===== config.mk =====
export PLATFORM = sky130hd
export DESIGN_NAME = t1_chan_ctl
export DESIGN_NICKNAME = d
export VERILOG_FILES = /design/src/rtl/t1_chan_ctl.sv
export SDC_FILE = /design/constraint.sdc
export NUM_CORES = 1
export LEC_CHECK = 0
export BUFFER_PORTS_ARGS = -buffer_cell sky130_fd_sc_hd__buf_2
export CAP_MARGIN = 0
export CELL_PAD_IN_SITES_DETAIL_PLACEMENT = 0
export CELL_PAD_IN_SITES_GLOBAL_PLACEMENT = 1
export CORE_ASPECT_RATIO = 0.75
export CORE_MARGIN = 2
export CORE_UTILIZATION = 42
export DETAILED_ROUTE_END_ITERATION = 10
export PLACE_DENSITY_LB_ADDON = 0.1
export SYNTH_ARGS = -nofsm -noshare
export SYNTH_HDL_FRONTEND = slang
export SYNTH_SLANG_ARGS = --single-unit
export TNS_END_PERCENT = 20

===== constraint.sdc =====
create_clock -name clk -period 5.13 [get_ports clk]
set_clock_uncertainty 0.05 [all_clocks]
set_input_delay 1.026 -clock clk [delete_from_list [all_inputs] [get_ports clk]]
set_output_delay 1.026 -clock clk [all_outputs]
set_load 0.005 [all_outputs]

===== src/rtl/t1_chan_ctl.sv =====
module t1_chan_ctl #(
  parameter int          NCH      = 24,
  parameter int          LO_CH    = 16,
  parameter logic [2:0]  PG_LO    = 3'd0,
  parameter logic [2:0]  PG_HI    = 3'd1,
  parameter logic [7:0]  CTL_BASE = 8'h10,
  parameter logic [7:0]  SIG_BASE = 8'h00,
  parameter logic [7:0]  MSG_ADDR = 8'h18
) (
  input  logic       clk,
  input  logic       rst_n,
  input  logic       reg_wr,
  input  logic       reg_rd,
  input  logic [2:0] reg_page,
  input  logic [7:0] reg_addr,
  input  logic [7:0] reg_wdata,
  output logic [7:0] reg_rdata,
  input  logic       esf_mode,
  input  logic [4:0] frame_num,
  input  logic [4:0] chan_num,
  input  logic [7:0] sys_tx_byte,
  input  logic [7:0] line_rx_byte,
  output logic [7:0] line_tx_byte,
  output logic [7:0] sys_rx_byte
);
  localparam int IW     = $clog2(NCH);
  localparam int HI_CH  = NCH - LO_CH;
  localparam int CB     = int'(CTL_BASE);
  localparam int SB     = int'(SIG_BASE);
  localparam int B_MSG  = 0;
  localparam int B_INV  = 1;
  localparam int B_LOOP = 2;
  localparam int B_HI   = 3;
  localparam int B_OVR  = 4;

  logic [7:0]    ctl_mem [NCH];
  logic [7:0]    sig_mem [NCH];
  logic [7:0]    msg_q;

  logic          hit_ctl, hit_sig, hit_msg;
  logic [IW-1:0] sel;
  int            a;

  always_comb begin
    hit_ctl = 1'b0;
    hit_sig = 1'b0;
    hit_msg = 1'b0;
    sel     = '0;
    a       = int'(reg_addr);
    if (reg_page == PG_LO) begin
      if (a >= CB && a < CB + LO_CH) begin
        hit_ctl = 1'b1;
        sel     = IW'(a - CB);
      end else if (a >= SB && a < SB + LO_CH) begin
        hit_sig = 1'b1;
        sel     = IW'(a - SB);
      end
    end else if (reg_page == PG_HI) begin
      if (a >= CB && a < CB + HI_CH) begin
        hit_ctl = 1'b1;
        sel     = IW'(LO_CH + a - CB);
      end else if (a >= SB && a < SB + HI_CH) begin
        hit_sig = 1'b1;
        sel     = IW'(LO_CH + a - SB);
      end else if (reg_addr == MSG_ADDR) begin
        hit_msg = 1'b1;
      end
    end
  end

  always_ff @(posedge clk or negedge rst_n) begin
    if (!rst_n) begin
      for (int i = 0; i < NCH; i++) begin
        ctl_mem[i] <= '0;
        sig_mem[i] <= '0;
      end
      msg_q     <= '0;
      reg_rdata <= '0;
    end else begin
      if (reg_wr) begin
        if (hit_ctl) ctl_mem[sel] <= reg_wdata;
        if (hit_sig) sig_mem[sel] <= reg_wdata;
        if (hit_msg) msg_q        <= reg_wdata;
      end
      if (reg_rd)
        reg_rdata <= hit_ctl ? ctl_mem[sel] :
                     hit_sig ? sig_mem[sel] :
                     hit_msg ? msg_q : 8'h00;
    end
  end

  logic          ch_ok;
  logic [IW-1:0] cidx;
  logic [7:0]    cur_ctl, cur_sig, src, tx_pre, tx_next;
  logic [3:0]    nib;
  logic          ins_en, ins_bit;

  assign ch_ok   = (chan_num != 5'd0) && (int'(chan_num) <= NCH);
  assign cidx    = IW'(chan_num - 5'd1);
  assign cur_ctl = ch_ok ? ctl_mem[cidx] : 8'h00;
  assign cur_sig = ch_ok ? sig_mem[cidx] : 8'h00;
  assign nib     = cur_ctl[B_HI] ? cur_sig[7:4] : cur_sig[3:0];

  assign src     = cur_ctl[B_LOOP] ? line_rx_byte :
                   cur_ctl[B_MSG]  ? msg_q : sys_tx_byte;
  assign tx_pre  = src ^ {8{cur_ctl[B_INV]}};

  always_comb begin
    ins_en  = 1'b0;
    ins_bit = 1'b0;
    case (frame_num)
      5'd6:  begin ins_en = 1'b1;     ins_bit = nib[3]; end
      5'd12: begin ins_en = 1'b1;     ins_bit = nib[2]; end
      5'd18: begin ins_en = esf_mode; ins_bit = nib[1]; end
      5'd24: begin ins_en = esf_mode; ins_bit = nib[0]; end
      default: ;
    endcase
    if (!ch_ok || cur_ctl[B_OVR]) ins_en = 1'b0;
  end

  assign tx_next = {tx_pre[7:1], ins_en ? ins_bit : tx_pre[0]};

  always_ff @(posedge clk or negedge rst_n) begin
    if (!rst_n) begin
      line_tx_byte <= '0;
      sys_rx_byte  <= '0;
    end else begin
      line_tx_byte <= tx_next;
      sys_rx_byte  <= line_rx_byte ^ {8{cur_ctl[B_INV]}};
    end
  end
endmodule


==> flow_summary.toml, run 1 <==
[outcome]
status = "completed"

[setup_path]
cp_data_required_time_ns = 5.56
path_common_cell = "buf_4"
cp_max_fo = 56
slowest_delay_ns = 0.87
cp.arrival_ns = 4.37
worstSetupPathType = "input pin to flip-flop"
worst-r2r-cell-count = 7
slowest_stage = "or4b_4"
critical_path_buf_inv_count = 4
setup.worst_path.start_class = "input pin"
regToRegSetupSlack_ns = 2.62
cp.depth = 10
worstPathCellList = "buf_2, or4b_4, a21oi_4, buf_4, buf_4, o21ai_0, a21oi_1, o41ai_1, buf_4, o32ai_1"
critPathTopFamily = "compound AO/OA/AOI/OAI gates"
critPathCaptureType = "flip-flop"

[synthesis]
synth-warning-count = 0
yosys.area.top_type = "dfrtp_1"
yosys-top-cells-count = "dfrtp_1, mux2_2, nand2_1"
synth_compound_area_frac = 0.0875
synth-edff-count = 0
synth_top_area_frac = 0.466
syn_inst = 1827
ys_types = 77
netlist_top_cells_area = "dfrtp_1, mux2_2, mux4_2, nand2_1, o221ai_1"
synth_area_um2 = 22300
synth_top_family_by_area = "multiplexers"
synth.area.mux_share = 0.305
synth_xor_area_frac = 0.00858
synth_most_common_cell = "dfrtp_1"
ys_ff_latch = 416
ys_seq_area_frac = 0.466
synthArstFlopShare = 1.00
syn_nets = 1878
ys.flop_type = "dfrtp_1"
synthAdderAreaFrac = 0.000561
syn_area_per_cell_um2 = 12.2
synth-simple-area-share = 0.0992

[sta]
tightestPinTransition_ns = 1.26
worst_slack_ns = 1.19
rsz0062_at_grt = "false"
maxSlewViolCount = 0
fin_crit_sh = 0.768
fmax_mhz = 254
setup_violations = 0
setup-tns-final_ns = 0
whs_ns = 0.428
fin_crit_ns = 3.94
final-hold-violation-count = 0
relSlewSlack = 0.160

[final_layout]
stdcell_count = 2586
areaGrowthSynthToFinish_pct = 10.9
nets = 1900
drive_above_1_share = 0.375

[power]
power_leakage_uw = 0.0109
worst_ir_drop_vdd_mv = 0.218
power_uw = 6920
powerDensity_nw_per_um2 = 279

[cts]
clkSlewWorstSetupHoldPaths_ns = 0.06
cts_buffers = 44
cts_hold_buf = 0
clock_path_buffers = 3
htreeDepth = 2
insertion_delay_ns = 0.58
cts.sinks = 416
cts-resized-gates = 0
tritoncts = "built"
cts_setup_buffers = 0
cts_root_buffer = "clkbuf_16"

[routing]
wl_met1_um = 36300
wire_per_inst_um = 30.1
num_vias = 16400
drtIter0Drc = 1605
routed.top_layer = "met5"
ant_nets = 0
routed_wl_um = 77800
wl_met3_um = 9050
dr.pass1.iters = 7
via_per_inst = 6.34
drc = 0
route.met2.wl_um = 31300

[grt]
grt_max_degree = 109
grt_usage = 0.285
grt_pass1_vias = 16100
antenna_found_initial = 5
overflow = 0
grt_pass1_wl_um = 116000

[die]
ioPinCount = 74
die_y_um = 204
placementRows = 73
die_width_um = 270
design.core.area_um2 = 52800
die_area_um2 = 55000
start_util = 0.423

[place]
place.port_buffers = 73
dp_cells = 2515
place_ws_ns = 0.771
hpwl_um = 51500
gp_congestion = 0.891

[worst_hold_path]
hp-class = "input pin to async pin"

[flow_run]
drv_cap = 0
==> cell usage in the layout, fill, tap and decap left out, types with 4 or more instances in the layout <==
master,n
nand2_1,185
xnor2_1,9
nor3_1,57
o21ai_1,8
dfrtp_1,416
nand3_2,6
clkbuf_8,6
or3_1,4
clkbuf_16,45
mux2i_1,40
inv_1,7
mux4_1,6
nor2_1,17
o21ai_0,47
a31oi_1,64
nand3_1,41
a21oi_1,37
and3_1,4
buf_12,9
xor2_1,10
nor2_4,14
mux4_2,73
nand4_1,18
o32ai_1,4
mux2_2,376
buf_2,71
nor4_1,6
nand2b_1,5
mux2_1,34
nor2_2,32
nor2b_1,6
o221ai_1,71
a2bb2oi_1,10
buf_4,45
clkbuf_1,16
==> where the power goes <==
group | leakage [uW] | internal [uW] | switching (uW) | total, uW
clock | 0.000630 | 1690 | 1340 | 3030
sequential | 0.00576 | 3310 | 17.1 | 3320
combinational | 0.00451 | 161 | 398 | 559
total | 0.0109 | 5160 | 1760 | 6920
==> state kept, by name, indices dropped and copies added (netlist names) <==
name	flops
sig_mem	192
msg_q	8
reg_rdata	8
ctl_mem	192
line_tx_byte	8
sys_rx_byte	8
==> cell type report <==
class / instances / area, um2
inverter: 7 / 26.3
multi-input combinational: 1253 / 11200
timing repair buffer: 127 / 900
clock inverter: 3 / 22.5
tap: 712 / 891
fill: 4856 / 28000
clock buffer: 67 / 1270
sequential: 416 / 10400
antenna: 1 / 2.50
==> final timing paths <==
| kind | endpoint | from |
|---|---|---|
| hold reg to reg | ctl_mem[15] | ctl_mem[15] |
| max in group asynchronous | ctl_mem[67] | rst_n |
| hold / removal | sig_mem[160] | rst_n |
| min in group clk | ctl_mem[15] | ctl_mem[15] |
| setup reg to reg | line_tx_byte[7] | ctl_mem[8] |
| setup / recovery | reg_rdata[7] | reg_addr[7] |
==> metal layers <==
metal  vias up  global-route usage
met1      8564               0.433
met3        96               0.102
met4         4              0.0554
met2       775               0.387
met5         -                   0
li1       6946                   -
==> stage by stage <==
step,utilization,instance area [um2]
after detailed placement,0.444,23500
after floorplan,-,22300
after CTS,0.469,24800
after global placement,0.444,23500
after global routing,0.469,24800
final,0.469,24800
==> cell families after synthesis <==
logic type,after synthesis
mux,529
buf+inv,158
flops,416
compound gates,280
fa+ha+maj,1
xor+xnor,21
simple gates,422
No activity file was read; power rests on OpenSTA's default activity.
==> run 2, diff against run 1 <==
Clock period 5.13 ns to 3.55 ns, I/O delays scaled along.
==> flow_summary.toml, run 2 (synthesis gave the netlist of run 1 again) <==
[outcome]
status = "completed"

[setup_path]
cp.arrival_ns = 3.66
critical_path_buf_inv_count = 3
setup.worst_path.start_class = "input pin"
critPathCaptureType = "flip-flop"
cp_max_fo = 28
worstPathCellList = "buf_2, or4b_4, buf_12, nor3_1, a31oi_1, o221ai_1, nand4_1, nor4_1, buf_4, o32ai_1"
r2r_start = "ctl_mem[8]"
worstSetupPathType = "input pin to flip-flop"
slowest_stage = "or4b_4"
cp_data_required_time_ns = 3.94
worstSetupStartpoint = "reg_addr[7]"
critPathTopFamily = "simple AND/OR/NAND/NOR gates"
slowest_delay_ns = 0.72

[sta]
setup_violations = 0
relSlewSlack = 0.201
maxSlewViolCount = 0
fin_crit_ns = 3.26
fin_crit_sh = 0.919
rsz0062_at_grt = "false"
tightestPinTransition_ns = 1.20
final-hold-violation-count = 0
whs_ns = 0.0630
fmax_mhz = 307

[power]
p_clk_frac = 0.451
worst_ir_drop_vdd_mv = 0.411
sequentialPowerShare = 0.462
power_frac_comb = 0.087
p_int_uw = 7750
powerDensity_nw_per_um2 = 397
switchingPower_uw = 2640
switching_share = 0.254
power_leakage_uw = 0.0117

[cts]
clock_path_buffers = 3
clkSlewWorstSetupHoldPaths_ns = 0.07
htreeDepth = 2
tritoncts = "built"
cts.sinks = 416
cts_root_buffer = "clkbuf_16"
cts-resized-gates = 0
cts_buffers = 45
cts_hold_buf = 0
cts_setup_buffers = 0
insertion_delay_ns = 0.59

[routing]
num_vias = 16900
wire_per_inst_um = 29.6
via_per_inst = 6.21
ant_nets = 0
routed_wl_um = 80400
drc = 0
drtIter0Drc = 1714
dr.pass1.iters = 7

[final_layout]
reg.largest.list = "ctl_mem: 192 flops, sig_mem: 192 flops"
most-common-layout-cells = "dfrtp_1, mux2_2, nand2_1"
stdcell_count = 2718
nets = 2026
post-route-util = 0.496
areaGrowthSynthToFinish_pct = 17.2
diodes = 0
fin_area_um2 = 26200
drive_above_1_share = 0.421
layout_commonest_cell = "dfrtp_1"

[grt]
grt_pass1_vias = 16800
antenna_found_initial = 3
grt_max_degree = 72
grt_usage = 0.295
overflow = 0
grt_pass1_wl_um = 119000

[worst_hold_path]
hp-class = "input pin to async pin"

[die]
die_width_um = 270
die_area_um2 = 55000
ioPinCount = 74
placementRows = 73
die_y_um = 204
start_util = 0.423
design.core.area_um2 = 52800

[place]
post_dp_cell_area_um2 = 24700
dp_cells = 2640
place.port_buffers = 73
hpwl_um = 55100
gp_congestion = 0.959

[flow_run]
drv_cap = 0
==> run 2: path summary, 6_finish.rpt <==
| kind | depth (start not counted) | endpoint | slack, ns |
|---|---|---|---|
| worst max-delay path | 10 | reg_rdata[1] | 0.29 |
| worst min-delay path | 1 | sig_mem[163] | 0.06 |
| worst max register to register | 7 | line_tx_byte[5] | 1.00 |
| worst min register to register | 1 | ctl_mem[15] | 0.44 |
| max in group asynchronous | 2 | ctl_mem[26] | 2.35 |
| min in group clk | 2 | sys_rx_byte[2] | 0.27 |
==> run 2: layer usage <==
metal | vias to the layer above | GRT usage | share of wire
li1 | 7203 | - | -
met1 | 8806 | 0.442 | 0.47
met2 | 744 | 0.408 | 0.40
met5 | - | 0 | 0.00012
met3 | 111 | 0.0974 | 0.10
met4 | 2 | 0.0720 | 0.022
==> run 2: worst reg2reg max path, cell delays in order (launching register included) <==
cell,delay [ns]
dfrtp_1,0.39
mux4_1,0.68
mux2_2,0.34
nand4_1,0.15
nand3_2,0.21
mux2_2,0.36
mux2i_1,0.17
xnor2_1,0.13
==> run 2: power by group through the flow <==
stage          Combinational [uW]  Sequential [uW]  Clock [uW]
4_1_cts                       895             4800        4780
2_1_floorplan                 401             4880           0
3_5_place_dp                  893             4890           0
3_3_place_gp                  891             4890           0
5_1_grt                       958             4800        4980
6_report                      901             4800        4680
==> run 2: metrics by stage <==
| stage | worst slack, ns | total power (uW) | TNS [ns] |
|---|---|---|---|
| 4_1_cts | 0.500 | 10500 | 0 |
| 2_1_floorplan | 0.0114 | 5280 | 0 |
| 6_report | 0.288 | 10400 | 0 |
| 3_5_place_dp | -0.130 | 5780 | -0.186 |
| 3_3_place_gp | -0.120 | 5780 | -0.222 |
| 5_1_grt | 0.233 | 10700 | 0 |
==> run 2: cell type report <==
class | instances | area [um2]
clock buffer | 67 | 1380
clock inverter | 11 | 61.3
fill | 4744 | 26600
inverter | 7 | 26.3
multi-input combinational | 1253 | 11200
sequential | 416 | 10400
tap | 712 | 891
timing repair buffer | 252 | 2160
